==> src/rtl/irb_pkg.sv <==
package irb_pkg;
  localparam int HOST_AW  = 5;
  localparam int DATA_W   = 32;
  localparam int INNER_AW = 8;
  localparam int INNER_DW = 8;
  localparam int NUM_IRQ  = 2;

  localparam logic [HOST_AW-1:0] OFF_ID    = 5'h00;
  localparam logic [HOST_AW-1:0] OFF_CTRL  = 5'h04;
  localparam logic [HOST_AW-1:0] OFF_LDATA = 5'h08;
  localparam logic [HOST_AW-1:0] OFF_UDATA = 5'h0C;
  localparam logic [HOST_AW-1:0] OFF_IEN   = 5'h10;
  localparam logic [HOST_AW-1:0] OFF_IFLG  = 5'h14;

  localparam int BIT_BUSY = 31;
  localparam int BIT_DIR  = 24;
  localparam int BEH_LSB  = 20;
  localparam int BEL_LSB  = 16;

  localparam int IRQ_IF  = 0;
  localparam int IRQ_SUB = 1;

  typedef struct packed {
    logic                dir;
    logic [3:0]          be_hi;
    logic [3:0]          be_lo;
    logic [INNER_AW-1:0] addr;
  } ctrl_t;
endpackage

==> src/rtl/irb_seq.sv <==
module irb_seq #(
  parameter int LAT = 4
) (
  input  logic clk,
  input  logic rst_n,
  input  logic launch,
  output logic busy,
  output logic done
);
  localparam int CW = $clog2(LAT + 1);

  logic          busy_q, busy_d;
  logic [CW-1:0] cnt_q, cnt_d;

  assign done = busy_q && (cnt_q == CW'(1));
  assign busy = busy_q;

  always_comb begin
    busy_d = busy_q;
    cnt_d  = cnt_q;
    if (launch) begin
      busy_d = 1'b1;
      cnt_d  = CW'(LAT);
    end else if (busy_q) begin
      if (cnt_q == CW'(1)) begin
        busy_d = 1'b0;
        cnt_d  = '0;
      end else begin
        cnt_d = cnt_q - CW'(1);
      end
    end
  end

  always_ff @(posedge clk or negedge rst_n) begin
    if (!rst_n) begin
      busy_q <= 1'b0;
      cnt_q  <= '0;
    end else begin
      busy_q <= busy_d;
      cnt_q  <= cnt_d;
    end
  end
endmodule

==> src/rtl/irb_inner_mem.sv <==
module irb_inner_mem #(
  parameter int AW = 8,
  parameter int DW = 8
) (
  input  logic          clk,
  input  logic          we,
  input  logic [AW-1:0] addr,
  input  logic [DW-1:0] wdata,
  output logic [DW-1:0] rdata
);
  localparam int DEPTH = 1 << AW;

  logic [DW-1:0] mem_q [DEPTH];

  always_ff @(posedge clk) begin
    if (we) mem_q[addr] <= wdata;
  end

  assign rdata = mem_q[addr];
endmodule

==> src/rtl/irb_irq.sv <==
module irb_irq import irb_pkg::*; (
  input  logic               clk,
  input  logic               rst_n,
  input  logic               en_we,
  input  logic               clr_we,
  input  logic [NUM_IRQ-1:0] wbits,
  input  logic               done,
  input  logic               sub_irq,
  output logic [NUM_IRQ-1:0] en_q,
  output logic [NUM_IRQ-1:0] flag_q,
  output logic               irq
);
  logic [NUM_IRQ-1:0] en_d, flag_d, set_v, clr_v;
  logic               sub_q;

  always_comb begin
    set_v          = '0;
    set_v[IRQ_IF]  = done;
    set_v[IRQ_SUB] = sub_irq && !sub_q;
  end

  assign clr_v = clr_we ? wbits : '0;

  genvar gi;
  generate
    for (gi = 0; gi < NUM_IRQ; gi++) begin : g_flag
      always_comb begin
        en_d[gi]   = en_we ? wbits[gi] : en_q[gi];
        flag_d[gi] = set_v[gi] | (flag_q[gi] & ~clr_v[gi]);
      end
    end
  endgenerate

  always_ff @(posedge clk or negedge rst_n) begin
    if (!rst_n) begin
      en_q   <= '0;
      flag_q <= '0;
      sub_q  <= 1'b0;
    end else begin
      en_q   <= en_d;
      flag_q <= flag_d;
      sub_q  <= sub_irq;
    end
  end

  assign irq = |(flag_q & en_q);
endmodule

==> src/rtl/irb_bridge.sv <==
module irb_bridge import irb_pkg::*; #(
  parameter int          LATENCY  = 4,
  parameter logic [31:0] ID_VALUE = 32'h1B0A_0001
) (
  input  logic               clk,
  input  logic               rst_n,
  input  logic               wr_en,
  input  logic [HOST_AW-1:0] wr_addr,
  input  logic [DATA_W-1:0]  wr_data,
  input  logic [HOST_AW-1:0] rd_addr,
  output logic [DATA_W-1:0]  rd_data,
  input  logic               sub_irq,
  output logic               irq
);
  logic [1:0] rst_pipe_q;
  logic       rst_sync_n;

  always_ff @(posedge clk or negedge rst_n) begin
    if (!rst_n) rst_pipe_q <= '0;
    else        rst_pipe_q <= {rst_pipe_q[0], 1'b1};
  end
  assign rst_sync_n = rst_pipe_q[1];

  logic               busy, done, launch;
  logic               wr_ctrl, wr_ldata, wr_udata, wr_ien, wr_iflg;
  logic               acc_ctrl, acc_ldata, store, fetch;
  ctrl_t              ctrl_q, ctrl_d;
  logic [DATA_W-1:0]  ldata_q, ldata_d, udata_q, udata_d;
  logic [INNER_DW-1:0] mem_rdata;
  logic [NUM_IRQ-1:0] en_q, flag_q;

  assign wr_ctrl  = wr_en && (wr_addr == OFF_CTRL);
  assign wr_ldata = wr_en && (wr_addr == OFF_LDATA);
  assign wr_udata = wr_en && (wr_addr == OFF_UDATA);
  assign wr_ien   = wr_en && (wr_addr == OFF_IEN);
  assign wr_iflg  = wr_en && (wr_addr == OFF_IFLG);

  assign acc_ctrl  = wr_ctrl && !busy;
  assign acc_ldata = wr_ldata && !busy;
  assign launch    = (acc_ctrl && wr_data[BIT_DIR]) || (acc_ldata && !ctrl_q.dir);
  assign store     = done && !ctrl_q.dir && ctrl_q.be_lo[0];
  assign fetch     = done && ctrl_q.dir && ctrl_q.be_lo[0];

  always_comb begin
    ctrl_d = ctrl_q;
    if (acc_ctrl) begin
      ctrl_d.dir   = wr_data[BIT_DIR];
      ctrl_d.be_hi = wr_data[BEH_LSB +: 4];
      ctrl_d.be_lo = wr_data[BEL_LSB +: 4];
      ctrl_d.addr  = wr_data[INNER_AW-1:0];
    end
  end

  always_comb begin
    ldata_d = ldata_q;
    if (acc_ldata)  ldata_d = wr_data;
    else if (fetch) ldata_d = {{(DATA_W-INNER_DW){1'b0}}, mem_rdata};
  end

  assign udata_d = wr_udata ? wr_data : udata_q;

  always_ff @(posedge clk or negedge rst_sync_n) begin
    if (!rst_sync_n) begin
      ctrl_q  <= '0;
      ldata_q <= '0;
      udata_q <= '0;
    end else begin
      ctrl_q  <= ctrl_d;
      ldata_q <= ldata_d;
      udata_q <= udata_d;
    end
  end

  irb_seq #(.LAT(LATENCY)) u_seq (
    .clk    (clk),
    .rst_n  (rst_sync_n),
    .launch (launch),
    .busy   (busy),
    .done   (done)
  );

  irb_inner_mem #(.AW(INNER_AW), .DW(INNER_DW)) u_mem (
    .clk   (clk),
    .we    (store),
    .addr  (ctrl_q.addr),
    .wdata (ldata_q[INNER_DW-1:0]),
    .rdata (mem_rdata)
  );

  irb_irq u_irq (
    .clk     (clk),
    .rst_n   (rst_sync_n),
    .en_we   (wr_ien),
    .clr_we  (wr_iflg),
    .wbits   (wr_data[NUM_IRQ-1:0]),
    .done    (done),
    .sub_irq (sub_irq),
    .en_q    (en_q),
    .flag_q  (flag_q),
    .irq     (irq)
  );

  always_comb begin
    rd_data = '0;
    case (rd_addr)
      OFF_ID:    rd_data = ID_VALUE;
      OFF_CTRL: begin
        rd_data[BIT_BUSY]         = busy;
        rd_data[BIT_DIR]          = ctrl_q.dir;
        rd_data[BEH_LSB +: 4]     = ctrl_q.be_hi;
        rd_data[BEL_LSB +: 4]     = ctrl_q.be_lo;
        rd_data[INNER_AW-1:0]     = ctrl_q.addr;
      end
      OFF_LDATA: rd_data = ldata_q;
      OFF_UDATA: rd_data = udata_q;
      OFF_IEN:   rd_data[NUM_IRQ-1:0] = en_q;
      OFF_IFLG:  rd_data[NUM_IRQ-1:0] = flag_q;
      default:   rd_data = '0;
    endcase
  end
endmodule

==> config.mk <==
export PLATFORM = sky130hd
export DESIGN_NAME = irb_bridge
export DESIGN_NICKNAME = d
export VERILOG_FILES = /design/src/rtl/irb_pkg.sv /design/src/rtl/irb_seq.sv /design/src/rtl/irb_inner_mem.sv /design/src/rtl/irb_irq.sv /design/src/rtl/irb_bridge.sv
export SDC_FILE = /design/constraint.sdc
export NUM_CORES = 2
export LEC_CHECK = 0
export CORE_ASPECT_RATIO = 1.4
export CORE_UTILIZATION = 45
export DETAILED_ROUTE_END_ITERATION = 8
export SYNTH_ARGS = -nofsm -noshare
export SYNTH_HDL_FRONTEND = slang
export SYNTH_SLANG_ARGS = --single-unit
==> constraint.sdc <==
create_clock -name clk -period 7.6 [get_ports clk]
set_input_delay 2.28 -clock clk [delete_from_list [all_inputs] [get_ports clk]]
set_output_delay 2.28 -clock clk [all_outputs]
set_load 0.1 [all_outputs]
# Word level (Yosys, flattened, before mapping)
# Memories as Yosys holds them, arrays and structs flattened.
# Cells that the tools add are included.
# totals
reg_bits,92
ram_bits,2048
input_bits,46
out_inout_bits,33
word_cells,72
memories,1
# mem_list
memory,words,word_bits,read_ports,rd_ports_with_merged_regs,wr,line,rtl
u_mem.mem_q,256,8,1,0,1,irb_inner_mem.sv:13,logic [DW-1:0] mem_q [DEPTH];
# classes
addsub,1
eq_ne,11
mux,17
bitwise_logic,7
n_reduce_logical,23
# ops
op,n
32-bit 2-to-1 mux,2
6-bit one-hot mux with 3 select lines,2
9-bit one-hot mux with 4 select lines,1
5-bit by 4-bit equality test with 1-bit output (second input constant),4
5-bit equality test (second input constant),4
8-bit one-hot mux with 2 select lines,1
1-bit logical AND,15
2-bit one-hot mux with 6 select lines,1
5-bit by 3-bit equality test with 1-bit output (second input constant),2
3-bit 2-to-1 mux,3
5-bit logical NOT,1
1-bit 2-to-1 mux,5
2-bit nonzero test,2
3-bit by 1-bit equality test with 1-bit output (second input constant),1
1-bit logical NOT,3
1-bit one-hot mux with 3 select lines,1
3-bit by 1-bit subtractor with 3-bit output (second input constant),1
1-bit bitwise AND,2
2-bit bitwise AND,1
2-bit 2-to-1 mux,1
1-bit NOT,2
1-bit OR,2
2-bit OR reduction,1
1-bit logical OR,1

# Depth between registers and ports, before layout
# logic_depth
ltp_word,6
ltp_mapped,13
mapped_depth_nobuf,9

# Cells and area by module
# Synthesis repeated with hierarchy kept, for this count alone.
# unflattened
hier_cells,3924
area_unflattened_um2,82868.2
# by_module_without_submodules
module,n_inst,cells_each,area_per_inst_um2,seq_area_each_um2
irb_inner_mem,1,3539,78332.6,61499.0
irb_bridge,1,352,4136.5,2077.0
irb_seq,1,20,207.7,100.1
irb_irq,1,13,191.4,125.1

# Worst setup path after synthesis
# OpenSTA, ideal clock, no wires.
# synth_timing
kind,register -> output
startpoint,register ldata_q[0]
endpoint,output rd_data[0]
arrival_ps,5510
required_ps,5320
setup_slack_ps,-190
stages_incl_launch_ff,3
path_buffers,0
path_cell_list,dfrtp_1 > nand2_1 > o21ai_0
# synth_via
elab_chain_cells,1
# synth_rtl
item,line,rtl
from (decl),irb_bridge.sv:28,"logic [DATA_W-1:0] ldata_q, ldata_d, udata_q, udata_d;"
from (signal assigned),irb_bridge.sv:69,ldata_q <= ldata_d;
2-bit one-hot mux with 6 select lines,irb_bridge.sv:105,case (rd_addr)
to (decl),irb_bridge.sv:11,"output logic [DATA_W-1:0] rd_data,"
# No other way between the ends.

# Final worst setup path
# layout_timing
startpoint,input rd_addr[1]
endpoint,output rd_data[0]
# layout_via
elab_chain_cells,2
elab_cells_between_ends,7
cone_classes,eq/ne: 5; mux: 1; reduce/logical: 1
# layout_rtl
item,line,rtl
from (decl),irb_bridge.sv:10,"input logic [HOST_AW-1:0] rd_addr,"
"5-bit equality test, or another cell as far along",irb_bridge.sv:105,
2-bit one-hot mux with 6 select lines *,irb_bridge.sv:105,
# Mark *: on every way between the ends. The rest lies on a longest branch, timed or not.

==> impl_summary.md <==
CTS
The number of hold buffers added after CTS is 0. The number of sinks handled by clock tree synthesis is 2140. The post-cts resize count is 0. The number of buffers inserted by post-CTS setup repair is 0. In this run, CTS created clock tree buffers numbering 191. The root buffer cell chosen for the clock tree is sky130_fd_sc_hd__clkbuf_16. After clock tree synthesis, the clock-pin slew on the worst setup and hold paths is 60 ps. At the later pin of the worst-skew pair, clock insertion delay measures 840 ps. TritonCTS built the clock tree. CTS built an H-tree with a depth of 4.

In this run the deepest clock path goes through 3 buffers.

Placed design
The count of buffers added on input and output ports is 78. At the end of routability-driven placement, the weighted congestion stood at 0.8370. The post-detailed-placement cell area is 87250 µm².

Summed over all nets, the half-perimeter wirelength after detailed placement is 132.1 mm.

Route
Before antenna repair, the detailed router went through 7 iterations. Wires add up to 216.1 mm. The detailed-route vias per instance is 6.052. Dividing the detail-routed wire length by the instance count gives 31.33 µm. The number of design-rule violations left by the first detailed-router iteration is 4296. The number of nets with antenna violations after routing is 0.

The via count is 41750. In the routed design, unresolved DRC markers number 0.

STA
The peak clock frequency supported by timing is 152.6 MHz. The final total negative setup slack is 0 ps. At the pin with the least slew margin, the transition time is 1260 ps. The minimum period implied by the final worst setup slack is 6552 ps. The total count of hold-check failures in the final report is 0. The setup skew after layout is 26.56 ps.

The number of slew-limit violations in the final report came to 0. Headroom to the max-slew limit came out at 15.71%. Setup repair after global routing left no endpoint under its margin. The final critical path takes up 86.21% of the cycle. The setup-violating endpoint count in the final report is 0.

Yosys
The fraction of post-synthesis cell area in the top cell type by area is 73.57%. The number of flip-flops and latches in the synthesized netlist is 2140. The combined area of all synthesized cells is 83590 µm².

Summing the areas of all fa, ha and maj instances in the mapped netlist gives 0.02994% of the synthesized area. The basic-gate share of the synthesized area counting and, or, nand and nor cells is 3.320%. Synthesis handed over a netlist of 4189 instances. The proportion of synthesized flip-flops having asynchronous set or reset is 4.299%. Of the post-synthesis cell area, the part taken by muxes is 15.29%.

The Yosys step of the flow raised 0 warnings. The post-synthesis cell type count is 65. In this run, synthesis inferred 2048 flip-flops with an integrated enable.

The dominant combinational cell family by area after synthesis is multiplexers. The leading area contributor after synthesis is sky130_fd_sc_hd__edfxtp_1. The compound-gate portion of the synthesized area is 3.368%. The share of the Yosys chip area taken by registers is 76.32%. By area the synthesized netlist is led by sky130_fd_sc_hd__edfxtp_1 (74%), sky130_fd_sc_hd__mux4_2 (12%), sky130_fd_sc_hd__dfrtp_1 (2.8%). After synthesis, the mean cell area works out to 19.96 µm². The xor-xnor portion of the synthesized cell area is 0%.

The synthesized netlist net count is 4237. The most used flip-flop cell after synthesis is sky130_fd_sc_hd__edfxtp_1.

Critical path
The kind of cell with the highest combined delay on the critical path is buffers and inverters. Of all nets on the critical path, the largest fanout is 42. The element type at the critical path start is an input port. For this design, the slowest cell found on the critical path is sky130_fd_sc_hd__clkdlybuf4s50_1. The critical register-to-register path startpoint is ctrl_q[0].

On the worst path, the slowest cell contributes a delay of 490 ps. The endpoint kind of the worst setup timing path is a primary output. The endpoint of the worst-slack reg-to-reg timing path is ldata_q[6].

The worst reg-to-reg setup slack is 2960 ps. The number of cells on the worst reg-to-reg path is 8. The critical path is of the input port to primary output type. The count of buffer and inverter cells on the critical path is 3. The source of the critical timing path is rd_addr[1]. Traced cell by cell, the critical path runs through clkdlybuf4s50_1 > nor3_1 > and2_1 > buf_4 > a22o_1 > a21oi_1 > o21ai_0 > buf_12. The endpoint arrival time on the critical path is 4270 ps. At the worst endpoint, the required time is 5320 ps.

Worst hold path
The tightest min-delay check is of the flop to async pin type.

Layout
The final net count is 4347. In the layout the commonest cells are sky130_fd_sc_hd__edfxtp_1 (2048), sky130_fd_sc_hd__mux4_2 (456), sky130_fd_sc_hd__nor2_1 (302). The share of layout cells above drive strength 1 is 21.22%.

The design area is 93270 µm². The layout has 14550 filler cells. The most common library cell in the layout ignoring fill and taps is sky130_fd_sc_hd__edfxtp_1. From synthesis to final layout, the design area changed by 11.58%.

Die
Measured along the x axis, the die boundary spans 366.3 µm. The core box area is 184100 µm². 79 I/O pins were placed. The area enclosed by the die boundary is 187500 µm². The overall die height is 512.0 µm.

The initial utilization of the core area, before any placement, comes to 45.41%. The initialized floorplan defines 186 standard-cell rows.

Pwr
The cell leakage power is 0.02852 µW. The sequential share of power is 48.3%. Internal power comes to 21760 µW.

Power spread over the standard cell area amounts to 333.0 nW/µm². Of the total power, the share spent switching nets is 29.94%. VDD sags by at most 0.2651 mV. Of the total power, combinational logic draws 21.2%. For this design the total switching power over the nets is 9300 µW. Per report_power, the clock group accounts for 30.5% of the total.

GRT
The initial antenna violation count was 4. The maximum number of pins on one net before global-route repair is 112. Across every metal layer, demand over resource in global routing totals 23.01%. The global-route wire length before repair is 309.6 mm. The overall overflow remaining after global route is 0.

The via count of the first global-routing pass is 42150.

Flow run
The count of maximum capacitance violations is 0.

Run status
The run finished with clean final reports.
[flip-flops by register name (all words and copies together), names as in the netlist]
signal,flops
ctrl_q,17
ldata_q,32
rst_pipe_q,2
u_irq.en_q,2
u_irq.flag_q,2
u_irq.sub_q,1
u_mem.mem_q,2048
u_seq.busy,1
u_seq.cnt_q,3
udata_q,32
[layer usage]
metal	GRT usage [%]	wire length (µm)	vias to the layer above	share of wire, %
met2	39.08	110600	1656	51
met1	29.47	82980	22330	38
li1	-	-	17410	-
met3	3.603	13440	357	6.2
met4	9.692	9088	0	4.2
met5	0	0	-	0
[worst max-delay path by stage]
stage / endpoint / depth (start not counted)
after CTS: rd_data[0] / 7
final: rd_data[0] / 8
after floorplan: rd_data[0] / 6
after detailed placement: rd_data[0] / 7
after global routing: rd_data[0] / 7
after global placement: rd_data[0] / 7
[cells in the mapped netlist (6+ instances only)]
cell type	count
sky130_fd_sc_hd__a22o_1	42
sky130_fd_sc_hd__nor2_1	305
sky130_fd_sc_hd__a22oi_1	50
sky130_fd_sc_hd__nor2b_1	11
sky130_fd_sc_hd__buf_2	61
sky130_fd_sc_hd__a21oi_1	56
sky130_fd_sc_hd__a41oi_1	7
sky130_fd_sc_hd__inv_1	11
sky130_fd_sc_hd__o22ai_1	84
sky130_fd_sc_hd__mux2_1	9
sky130_fd_sc_hd__mux2i_1	173
sky130_fd_sc_hd__nor4_1	16
sky130_fd_sc_hd__buf_6	16
sky130_fd_sc_hd__a32oi_1	17
sky130_fd_sc_hd__o21ai_0	66
sky130_fd_sc_hd__edfxtp_1	2048
sky130_fd_sc_hd__nor3_1	6
sky130_fd_sc_hd__buf_4	50
sky130_fd_sc_hd__dfrtp_1	92
sky130_fd_sc_hd__clkbuf_1	109
sky130_fd_sc_hd__mux4_2	456
sky130_fd_sc_hd__clkinv_1	7
sky130_fd_sc_hd__a31oi_1	31
sky130_fd_sc_hd__nand3_1	51
sky130_fd_sc_hd__o221ai_1	12
sky130_fd_sc_hd__o21ai_1	7
sky130_fd_sc_hd__mux2_2	60
sky130_fd_sc_hd__buf_1	14
sky130_fd_sc_hd__nand2_1	230
sky130_fd_sc_hd__and3_1	7
[power by group through the flow]
stage / clock network (µW) / logic (µW) / registers, µW
6_report: 9460 / 6590 / 15000
5_1_grt: 9990 / 6880 / 15000
2_1_floorplan: 0 / 3530 / 15500
3_3_place_gp: 0 / 6530 / 15200
4_1_cts: 9600 / 6630 / 15000
3_5_place_dp: 0 / 6620 / 15300
[per-stage QoR]
step	hold slack, ps	power [µW]	utilization (%)	instances	setup WS (ps)
floorplan	331.2	19060	-	4189	-17.60
global placement	256.1	21780	47.40	6550	1022
detailed placement	257.6	21890	47.40	6550	993.6
CTS	269.1	31240	50.67	6897	1006
global route	288.8	31910	50.67	6898	911.4
finish	244.1	31060	50.67	6899	1048
[worst register-to-register path, cell delays in order (launching register included)]
cell and delay [ps]:
sky130_fd_sc_hd__dfrtp_4 840, sky130_fd_sc_hd__clkinv_2 400, sky130_fd_sc_hd__buf_4 430, sky130_fd_sc_hd__nand2_1 670
sky130_fd_sc_hd__o22a_1 250, sky130_fd_sc_hd__o221ai_1 170, sky130_fd_sc_hd__a2111oi_0 960, sky130_fd_sc_hd__o21ai_0 560
sky130_fd_sc_hd__a31oi_1 280
[kinds of logic after synthesis]
group / Yosys count
AO/OA/AOI/OAI: 418
adder cells (fa/ha/maj): 2
buffers and inverters: 269
flip-flops: 2140
multiplexers: 698
other: 1
AND/OR/NAND/NOR: 661
[final cells by class]
cell class | count | area, µm² | area share, %
clock inverter | 111 | 991.0 | 1.062
clock buffer | 236 | 5025 | 5.387
timing repair buffer | 167 | 1789 | 1.918
antenna | 2 | 5.005 | 0.005366
inverter | 19 | 73.82 | 0.07914
tap | 2444 | 3058 | 3.278
multi-input combinational | 1780 | 18480 | 19.82
sequential | 2140 | 63850 | 68.45
No activity file was read; power rests on OpenSTA's default activity.
